`src/rtl/tr_pkg.sv`:
```
package tr_pkg;
  localparam int unsigned NCH_DEF    = 8;
  localparam int unsigned WORD_W_DEF = 16;
  localparam int unsigned SYNC_DEF   = 2;
endpackage

```
`src/rtl/tr_sync.sv`:
```
module tr_sync #(
  parameter int unsigned W      = 1,
  parameter int unsigned STAGES = 2
) (
  input  logic         clk_i,
  input  logic         rst_ni,
  input  logic [W-1:0] d_i,
  output logic [W-1:0] q_o
);
  logic [W-1:0] st_q [STAGES];

  always_ff @(posedge clk_i or negedge rst_ni) begin
    if (!rst_ni) begin
      for (int i = 0; i < STAGES; i++) st_q[i] <= '0;
    end else begin
      st_q[0] <= d_i;
      for (int i = 1; i < STAGES; i++) st_q[i] <= st_q[i-1];
    end
  end

  assign q_o = st_q[STAGES-1];
endmodule

```
`src/rtl/tr_lane.sv`:
```
module tr_lane #(
  parameter int unsigned WORD_W = 16,
  localparam int unsigned CNT_W = $clog2(WORD_W + 1)
) (
  input  logic              clk_i,
  input  logic              rst_ni,
  input  logic              lclk_i,
  input  logic              env_i,
  input  logic [WORD_W-1:0] reply_i,
  output logic              dat_o,
  output logic              short_o,
  output logic              over_o
);
  logic              lclk_q, env_q, busy_q, dat_q, short_q, over_q;
  logic [WORD_W-1:0] sh_q, sh_n, sh_b;
  logic [CNT_W-1:0]  cnt_q, cnt_n, cnt_b;
  logic              busy_n, busy_b, dat_n, short_n, over_n;
  logic              env_rise, clk_rise;

  assign env_rise = env_i & ~env_q;
  assign clk_rise = lclk_i & ~lclk_q;

  always_comb begin
    sh_b    = env_rise ? reply_i : sh_q;
    cnt_b   = env_rise ? '0 : cnt_q;
    busy_b  = env_rise | busy_q;
    sh_n    = sh_b;
    cnt_n   = cnt_b;
    busy_n  = busy_b;
    dat_n   = env_rise ? 1'b0 : dat_q;
    short_n = 1'b0;
    over_n  = 1'b0;
    if (!env_i) begin
      busy_n  = 1'b0;
      dat_n   = 1'b0;
      short_n = busy_q && (cnt_q < CNT_W'(WORD_W));
    end else if (busy_b && clk_rise) begin
      if (cnt_b < CNT_W'(WORD_W)) begin
        dat_n = sh_b[WORD_W-1];
        sh_n  = {sh_b[WORD_W-2:0], 1'b0};
        cnt_n = cnt_b + 1'b1;
      end else begin
        dat_n  = 1'b0;
        over_n = 1'b1;
      end
    end
  end

  always_ff @(posedge clk_i or negedge rst_ni) begin
    if (!rst_ni) begin
      lclk_q  <= 1'b0;
      env_q   <= 1'b0;
      busy_q  <= 1'b0;
      dat_q   <= 1'b0;
      short_q <= 1'b0;
      over_q  <= 1'b0;
      sh_q    <= '0;
      cnt_q   <= '0;
    end else begin
      lclk_q  <= lclk_i;
      env_q   <= env_i;
      busy_q  <= busy_n;
      dat_q   <= dat_n;
      short_q <= short_n;
      over_q  <= over_n;
      sh_q    <= sh_n;
      cnt_q   <= cnt_n;
    end
  end

  assign dat_o   = dat_q;
  assign short_o = short_q;
  assign over_o  = over_q;
endmodule

```
`src/rtl/tr_status.sv`:
```
module tr_status #(
  parameter int unsigned NCH = 8
) (
  input  logic             clk_i,
  input  logic             rst_ni,
  input  logic [NCH-1:0]   short_i,
  input  logic [NCH-1:0]   over_i,
  input  logic             rd_i,
  output logic [2*NCH-1:0] flags_o
);
  logic [NCH-1:0] short_q, over_q;

  always_ff @(posedge clk_i or negedge rst_ni) begin
    if (!rst_ni) begin
      short_q <= '0;
      over_q  <= '0;
    end else begin
      // new events win over a same-cycle clear
      short_q <= (short_q & {NCH{~rd_i}}) | short_i;
      over_q  <= (over_q  & {NCH{~rd_i}}) | over_i;
    end
  end

  assign flags_o = {over_q, short_q};
endmodule

```
`src/rtl/telem_resp_top.sv`:
```
module telem_resp_top
  import tr_pkg::*;
#(
  parameter int unsigned NCH    = NCH_DEF,
  parameter int unsigned WORD_W = WORD_W_DEF,
  parameter int unsigned SYNC   = SYNC_DEF,
  localparam int unsigned CH_W  = $clog2(NCH)
) (
  input  logic              clk_i,
  input  logic              rst_ni,
  input  logic              wr_en_i,
  input  logic [CH_W-1:0]   wr_chan_i,
  input  logic [WORD_W-1:0] wr_data_i,
  input  logic              stat_rd_i,
  output logic [2*NCH-1:0]  stat_o,
  input  logic [NCH-1:0]    link_clk_i,
  input  logic [NCH-1:0]    link_env_i,
  output logic [NCH-1:0]    link_dat_o
);
  logic [NCH-1:0] clk_s, env_s, short_p, over_p;

  tr_sync #(.W(2*NCH), .STAGES(SYNC)) u_sync (
    .clk_i  (clk_i),
    .rst_ni (rst_ni),
    .d_i    ({link_clk_i, link_env_i}),
    .q_o    ({clk_s, env_s})
  );

  for (genvar c = 0; c < NCH; c++) begin : g_ch
    logic [WORD_W-1:0] reply_q;

    always_ff @(posedge clk_i or negedge rst_ni) begin
      if (!rst_ni) reply_q <= '0;
      else if (wr_en_i && wr_chan_i == CH_W'(c)) reply_q <= wr_data_i;
    end

    tr_lane #(.WORD_W(WORD_W)) u_lane (
      .clk_i   (clk_i),
      .rst_ni  (rst_ni),
      .lclk_i  (clk_s[c]),
      .env_i   (env_s[c]),
      .reply_i (reply_q),
      .dat_o   (link_dat_o[c]),
      .short_o (short_p[c]),
      .over_o  (over_p[c])
    );
  end

  tr_status #(.NCH(NCH)) u_stat (
    .clk_i   (clk_i),
    .rst_ni  (rst_ni),
    .short_i (short_p),
    .over_i  (over_p),
    .rd_i    (stat_rd_i),
    .flags_o (stat_o)
  );
endmodule

```
`config.mk`:
```
export PLATFORM = sky130hd
export DESIGN_NAME = telem_resp_top
export DESIGN_NICKNAME = d
export VERILOG_FILES = /design/src/rtl/tr_pkg.sv /design/src/rtl/tr_sync.sv /design/src/rtl/tr_lane.sv /design/src/rtl/tr_status.sv /design/src/rtl/telem_resp_top.sv
export SDC_FILE = /design/constraint.sdc
export NUM_CORES = 1
export LEC_CHECK = 0
export ABC_AREA = 1
export CAP_MARGIN = 40
export CORE_MARGIN = 2
export CORE_UTILIZATION = 50
export DETAILED_ROUTE_END_ITERATION = 10
export DONT_BUFFER_PORTS = 1
export MAX_ROUTING_LAYER = met4
export PLACE_DENSITY = 0.69
export SYNTH_ARGS = -nofsm -noshare
export SYNTH_HDL_FRONTEND = slang
export SYNTH_HIERARCHICAL = 1
export SYNTH_SLANG_ARGS = --single-unit
```
`constraint.sdc`:
```
create_clock -name clk_i -period 2.1 [get_ports clk_i]
set_clock_uncertainty 0.15 [all_clocks]
set_input_delay 0.21 -clock clk_i [delete_from_list [all_inputs] [get_ports clk_i]]
set_output_delay 0.21 -clock clk_i [all_outputs]
set_load 0.005 [all_outputs]
```
==> impl_metrics.prom <==
# TYPE chip_impl_metric gauge
chip_impl_info{name="status",value="complete, but fails checks"} 1
chip_impl_info{name="violated_checks",value="hold timing, slew limit"} 1
chip_impl_metric{name="worst_path_largest_cell_delay",unit="ns"} 0.59
chip_impl_metric{name="p_leak",unit="nW"} 10.77
chip_impl_metric{name="hold_ws",unit="ns"} -0.7951
chip_impl_info{name="synth_area_leaders",value="sky130_fd_sc_hd__dfrtp_1 58%, sky130_fd_sc_hd__nand2_1 27%, sky130_fd_sc_hd__nand3_1 2.6%"} 1
chip_impl_metric{name="finish.net_count",unit=""} 2179
chip_impl_metric{name="period_needed",unit="ns"} 2.022
chip_impl_metric{name="finalHoldViolCount",unit=""} 392
chip_impl_metric{name="overall_power_consumption",unit="mW"} 19.11
chip_impl_metric{name="postSynth.asyncResetShare",unit="%"} 100.0
chip_impl_metric{name="grt_use_total",unit="%"} 22.50
chip_impl_metric{name="cts_sink_cnt",unit=""} 392
chip_impl_metric{name="clk_latency",unit="ns"} 0.58
chip_impl_metric{name="dp.final_hpwl",unit="mm"} 21.82
chip_impl_metric{name="floorplan.core_area",unit="um^2"} 33450
chip_impl_info{name="synth_area_leader_cell",value="sky130_fd_sc_hd__dfrtp_1"} 1
chip_impl_metric{name="core.rowCount",unit=""} 67
chip_impl_metric{name="dp_slack",unit="ns"} 0.3699
chip_impl_metric{name="global_route_wire_length_before_repair",unit="mm"} 62.67
chip_impl_metric{name="gp_congestion",unit=""} 0.8070
chip_impl_info{name="min_path_type",value="in2async"} 1
chip_impl_metric{name="routed_wl",unit="mm"} 37.01
chip_impl_metric{name="cts_max_path_buffers",unit=""} 3
chip_impl_metric{name="cts-hold-fix-buffers",unit=""} 61
chip_impl_metric{name="yosys_warnings",unit=""} 6
chip_impl_metric{name="worst_slack",unit="ns"} 0.07773
chip_impl_metric{name="p_int",unit="mW"} 14.16
chip_impl_metric{name="placed_cells",unit=""} 2473
chip_impl_metric{name="synth_area_per_cell",unit="um^2"} 8.080
chip_impl_metric{name="count_of_tritonroute_iterations_in_the_first_routing_pass",unit=""} 5
chip_impl_metric{name="cp_data_required_time",unit="ns"} 2.46
chip_impl_metric{name="timing_worst_slew_pin_value",unit="ns"} 1.526
chip_impl_metric{name="crit_path_max_fanout",unit=""} 3
chip_impl_metric{name="route.vias.total",unit=""} 12880
chip_impl_info{name="critical_path.slowest_cell",value="sky130_fd_sc_hd__dlygate4sd3_1"} 1
chip_impl_metric{name="cts.clk_slew.worst_paths",unit="ns"} 0.06
chip_impl_metric{name="initial_antenna_violation_count",unit=""} 0
chip_impl_metric{name="number_of_global_route_vias_before_repair",unit=""} 12810
chip_impl_metric{name="critPathArrivalTime",unit="ns"} 2.38
chip_impl_metric{name="layout-drive-gt1-share",unit="%"} 7.248
chip_impl_metric{name="synthesis.nets",unit=""} 2140
chip_impl_metric{name="global_route.overflow_total",unit=""} 0
chip_impl_info{name="rsz0062_at_grt",value="false"} 1
chip_impl_info{name="cp_cell_sequence",value="inv_2 -> nand2_1 -> dlygate4sd3_1 -> nor2_2 -> buf_4 -> nand2_1 -> dlygate4sd3_1 -> nand2_1 -> dlygate4sd3_1"} 1
chip_impl_info{name="setup.worst_path.end_class",value="flip-flop"} 1
chip_impl_metric{name="die_y",unit="um"} 187.9
chip_impl_metric{name="finalSetupViolations",unit=""} 0
chip_impl_metric{name="drc",unit=""} 0
chip_impl_metric{name="die_x",unit="um"} 187.9
chip_impl_metric{name="synth_seq_area_share",unit="%"} 58.01
chip_impl_metric{name="ant_nets",unit=""} 0
chip_impl_metric{name="power_per_cell_area",unit="nW/um^2"} 997.0
chip_impl_metric{name="area_growth",unit="%"} 13.34
chip_impl_info{name="cts.root.buffer_cell",value="sky130_fd_sc_hd__clkbuf_16"} 1
chip_impl_metric{name="numCtsBuffers",unit=""} 42
chip_impl_metric{name="synth_cell_type_count",unit=""} 22
chip_impl_info{name="synth_flop_cell",value="sky130_fd_sc_hd__dfrtp_1"} 1
chip_impl_metric{name="ys_ff_latch",unit=""} 392
chip_impl_info{name="worst-setup-path-type",value="in2reg"} 1
chip_impl_metric{name="fmax",unit="MHz"} 494.5
chip_impl_metric{name="setup-tns-final",unit="ns"} 0
chip_impl_metric{name="yosys.area.top_type_share",unit="%"} 58.01
chip_impl_metric{name="starting_density",unit="%"} 50.56
chip_impl_info{name="cp-start-kind",value="primary input"} 1
chip_impl_metric{name="part_of_the_power_in_the_clock_network",unit="%"} 40.0
chip_impl_metric{name="cap_violations",unit=""} 0
chip_impl_metric{name="grt_start_max_net_pins",unit=""} 393
chip_impl_metric{name="share_seq_of_total_power",unit="%"} 48.2
chip_impl_metric{name="synth_enable_flop_cells",unit=""} 0
chip_impl_info{name="cts_tree",value="built"} 1
chip_impl_metric{name="switching_power",unit="mW"} 4.950
chip_impl_metric{name="report.final.slew_viol_count",unit=""} 43
chip_impl_metric{name="worst_slew_margin_relative_to_its_limit",unit="%"} -1.758
chip_impl_metric{name="avgRoutedWirePerCell",unit="um"} 14.15
chip_impl_metric{name="final_util",unit="%"} 57.30
chip_impl_info{name="synthTopCellsByCount",value="1224 x sky130_fd_sc_hd__nand2_1, 392 x sky130_fd_sc_hd__dfrtp_1, 101 x sky130_fd_sc_hd__inv_1, 88 x sky130_fd_sc_hd__nand3_1, 61 x sky130_fd_sc_hd__nor2_1"} 1
chip_impl_metric{name="post_layout_nonfiller_instances",unit=""} 2615
chip_impl_metric{name="final.period_utilization",unit="%"} 96.30
chip_impl_metric{name="portBuffers",unit=""} 0
chip_impl_metric{name="synthesis.instances",unit=""} 2093
chip_impl_metric{name="power_switching_share",unit="%"} 25.90
chip_impl_metric{name="combPwrFrac",unit="%"} 11.8
chip_impl_metric{name="drt-vias-per-instance",unit=""} 4.925
chip_impl_metric{name="synthesis.area",unit="um^2"} 16910
chip_impl_metric{name="die-area",unit="um^2"} 35310
chip_impl_metric{name="irDropWorstVdd",unit="mV"} 0.7976
chip_impl_metric{name="number_of_drc_violations_after_detailed_routing_iteration_0",unit=""} 892
chip_impl_info{name="synthMostInstantiatedCell",value="sky130_fd_sc_hd__nand2_1"} 1
chip_impl_metric{name="ios",unit=""} 63
chip_impl_metric{name="cts.htree.levels",unit=""} 2
[final cells by class]
| type | count | area (um^2) |
|---|---|---|
| flip-flops and latches | 392 | 9809 |
| diodes | 1 | 2.502 |
| multi-input cells | 1469 | 5957 |
| fillers | 2984 | 14280 |
| repair buffers | 100 | 918.4 |
| clock inverters | 13 | 193.9 |
| clock buffers | 65 | 1249 |
| inverters | 127 | 476.7 |
| well taps | 448 | 560.5 |
[path summary, 6_finish.rpt]
path	to	slack [ns]	startpoint	depth (start not counted)
max	g_ch[5].reply_q[7]	0.08	wr_chan_i[1]	9
min	g_ch[2].u_lane/lclk_q	-0.80	rst_ni	0
max reg2reg	g_ch[1].u_lane/sh_q[7]	0.34	u_sync/q_o[1]	7
min reg2reg	u_sync/q_o[13]	0.20	u_sync/st_q[29]	0
max in group asynchronous	g_ch[1].u_lane/sh_q[7]	1.37	rst_ni	0
min in group clk_i	u_sync/st_q[21]	0.04	link_env_i[5]	1
[power groups by stage]
stage / Clock [mW] / Combinational (mW) / Sequential, mW
floorplan: 0 / 1.79 / 9.15
global placement: 0 / 1.98 / 9.30
detailed placement: 0 / 2.05 / 9.33
CTS: 7.82 / 2.26 / 9.22
global route: 8.15 / 2.64 / 9.33
finish: 7.64 / 2.25 / 9.21
[cell families (layout without fill, tap and decap cells)]
family,after synthesis,in the layout,synth area share (%)
compound gates,24,24,0.7103
flops,392,392,58.01
simple gates,1429,1429,33.43
other cells,0,1,0
fa+ha+maj,8,8,0.5919
xor+xnor,8,8,0.4143
buf+inv,232,305,6.844
[per-stage QoR]
stage	instance area (um^2)	hold slack, ns
after global placement	17080	-0.2208
after CTS	19130	-0.8163
after floorplan	16910	-0.2356
after global routing	19160	-0.8171
final	19170	-0.7951
after detailed placement	17080	-0.2198
[metal layers]
metal  track usage [%]  vias to the layer above  routed length [um]
met5                 -                        -                   0
met4             9.116                        0                1349
met3             3.930                       97                1765
met2             35.09                      255               17110
met1             29.39                     6124               16790
li1                  -                     6404                   -
[worst max-delay path: cells and delay by family]
family                 cells  cell delay [ns]
buffers and inverters      5             1.88
AND/OR/NAND/NOR            4             0.28
[sequential cells by signal, indices dropped and copies added (netlist names)]
name / count
u_stat/over_q: 8
u_sync/q_o: 16
u_sync/st_q: 16
u_stat/short_q: 8
g_ch.u_lane/sh_q: 128
g_ch.reply_q: 128
g_ch.u_lane/lclk_q: 8
g_ch.u_lane/dat_o: 8
g_ch.u_lane/env_q: 8
g_ch.u_lane/short_o: 8
g_ch.u_lane/busy_q: 8
g_ch.u_lane/cnt_q: 40
g_ch.u_lane/over_o: 8
[placed cells by master, fill, tap and decap left out, drive strengths merged]
| master | n |
|---|---|
| nand2 | 1245 |
| dfrtp | 392 |
| inv | 119 |
| nand3 | 88 |
| nor2 | 72 |
| clkbuf | 65 |
| dlygate4sd3 | 55 |
| buf | 39 |
| o21ai | 16 |
| clkinv | 16 |
| a21oi | 8 |
| nor3 | 8 |
| xor2 | 8 |
| nor3b | 8 |
| nand4 | 8 |
| ha | 8 |
| dlymetal6s4s | 6 |
| bufinv | 4 |
| diode | 1 |
| clkinvlp | 1 |
[timing repair]
| action | CTS | global route |
|---|---|---|
| buffers inserted | 0 | 2 |
| hold endpoints to repair | 552 | 392 |
| resized for setup | 0 | 8 |
| setup endpoints to repair | 0 | 13 |
Note: power is estimated with default switching activity, not from simulation.
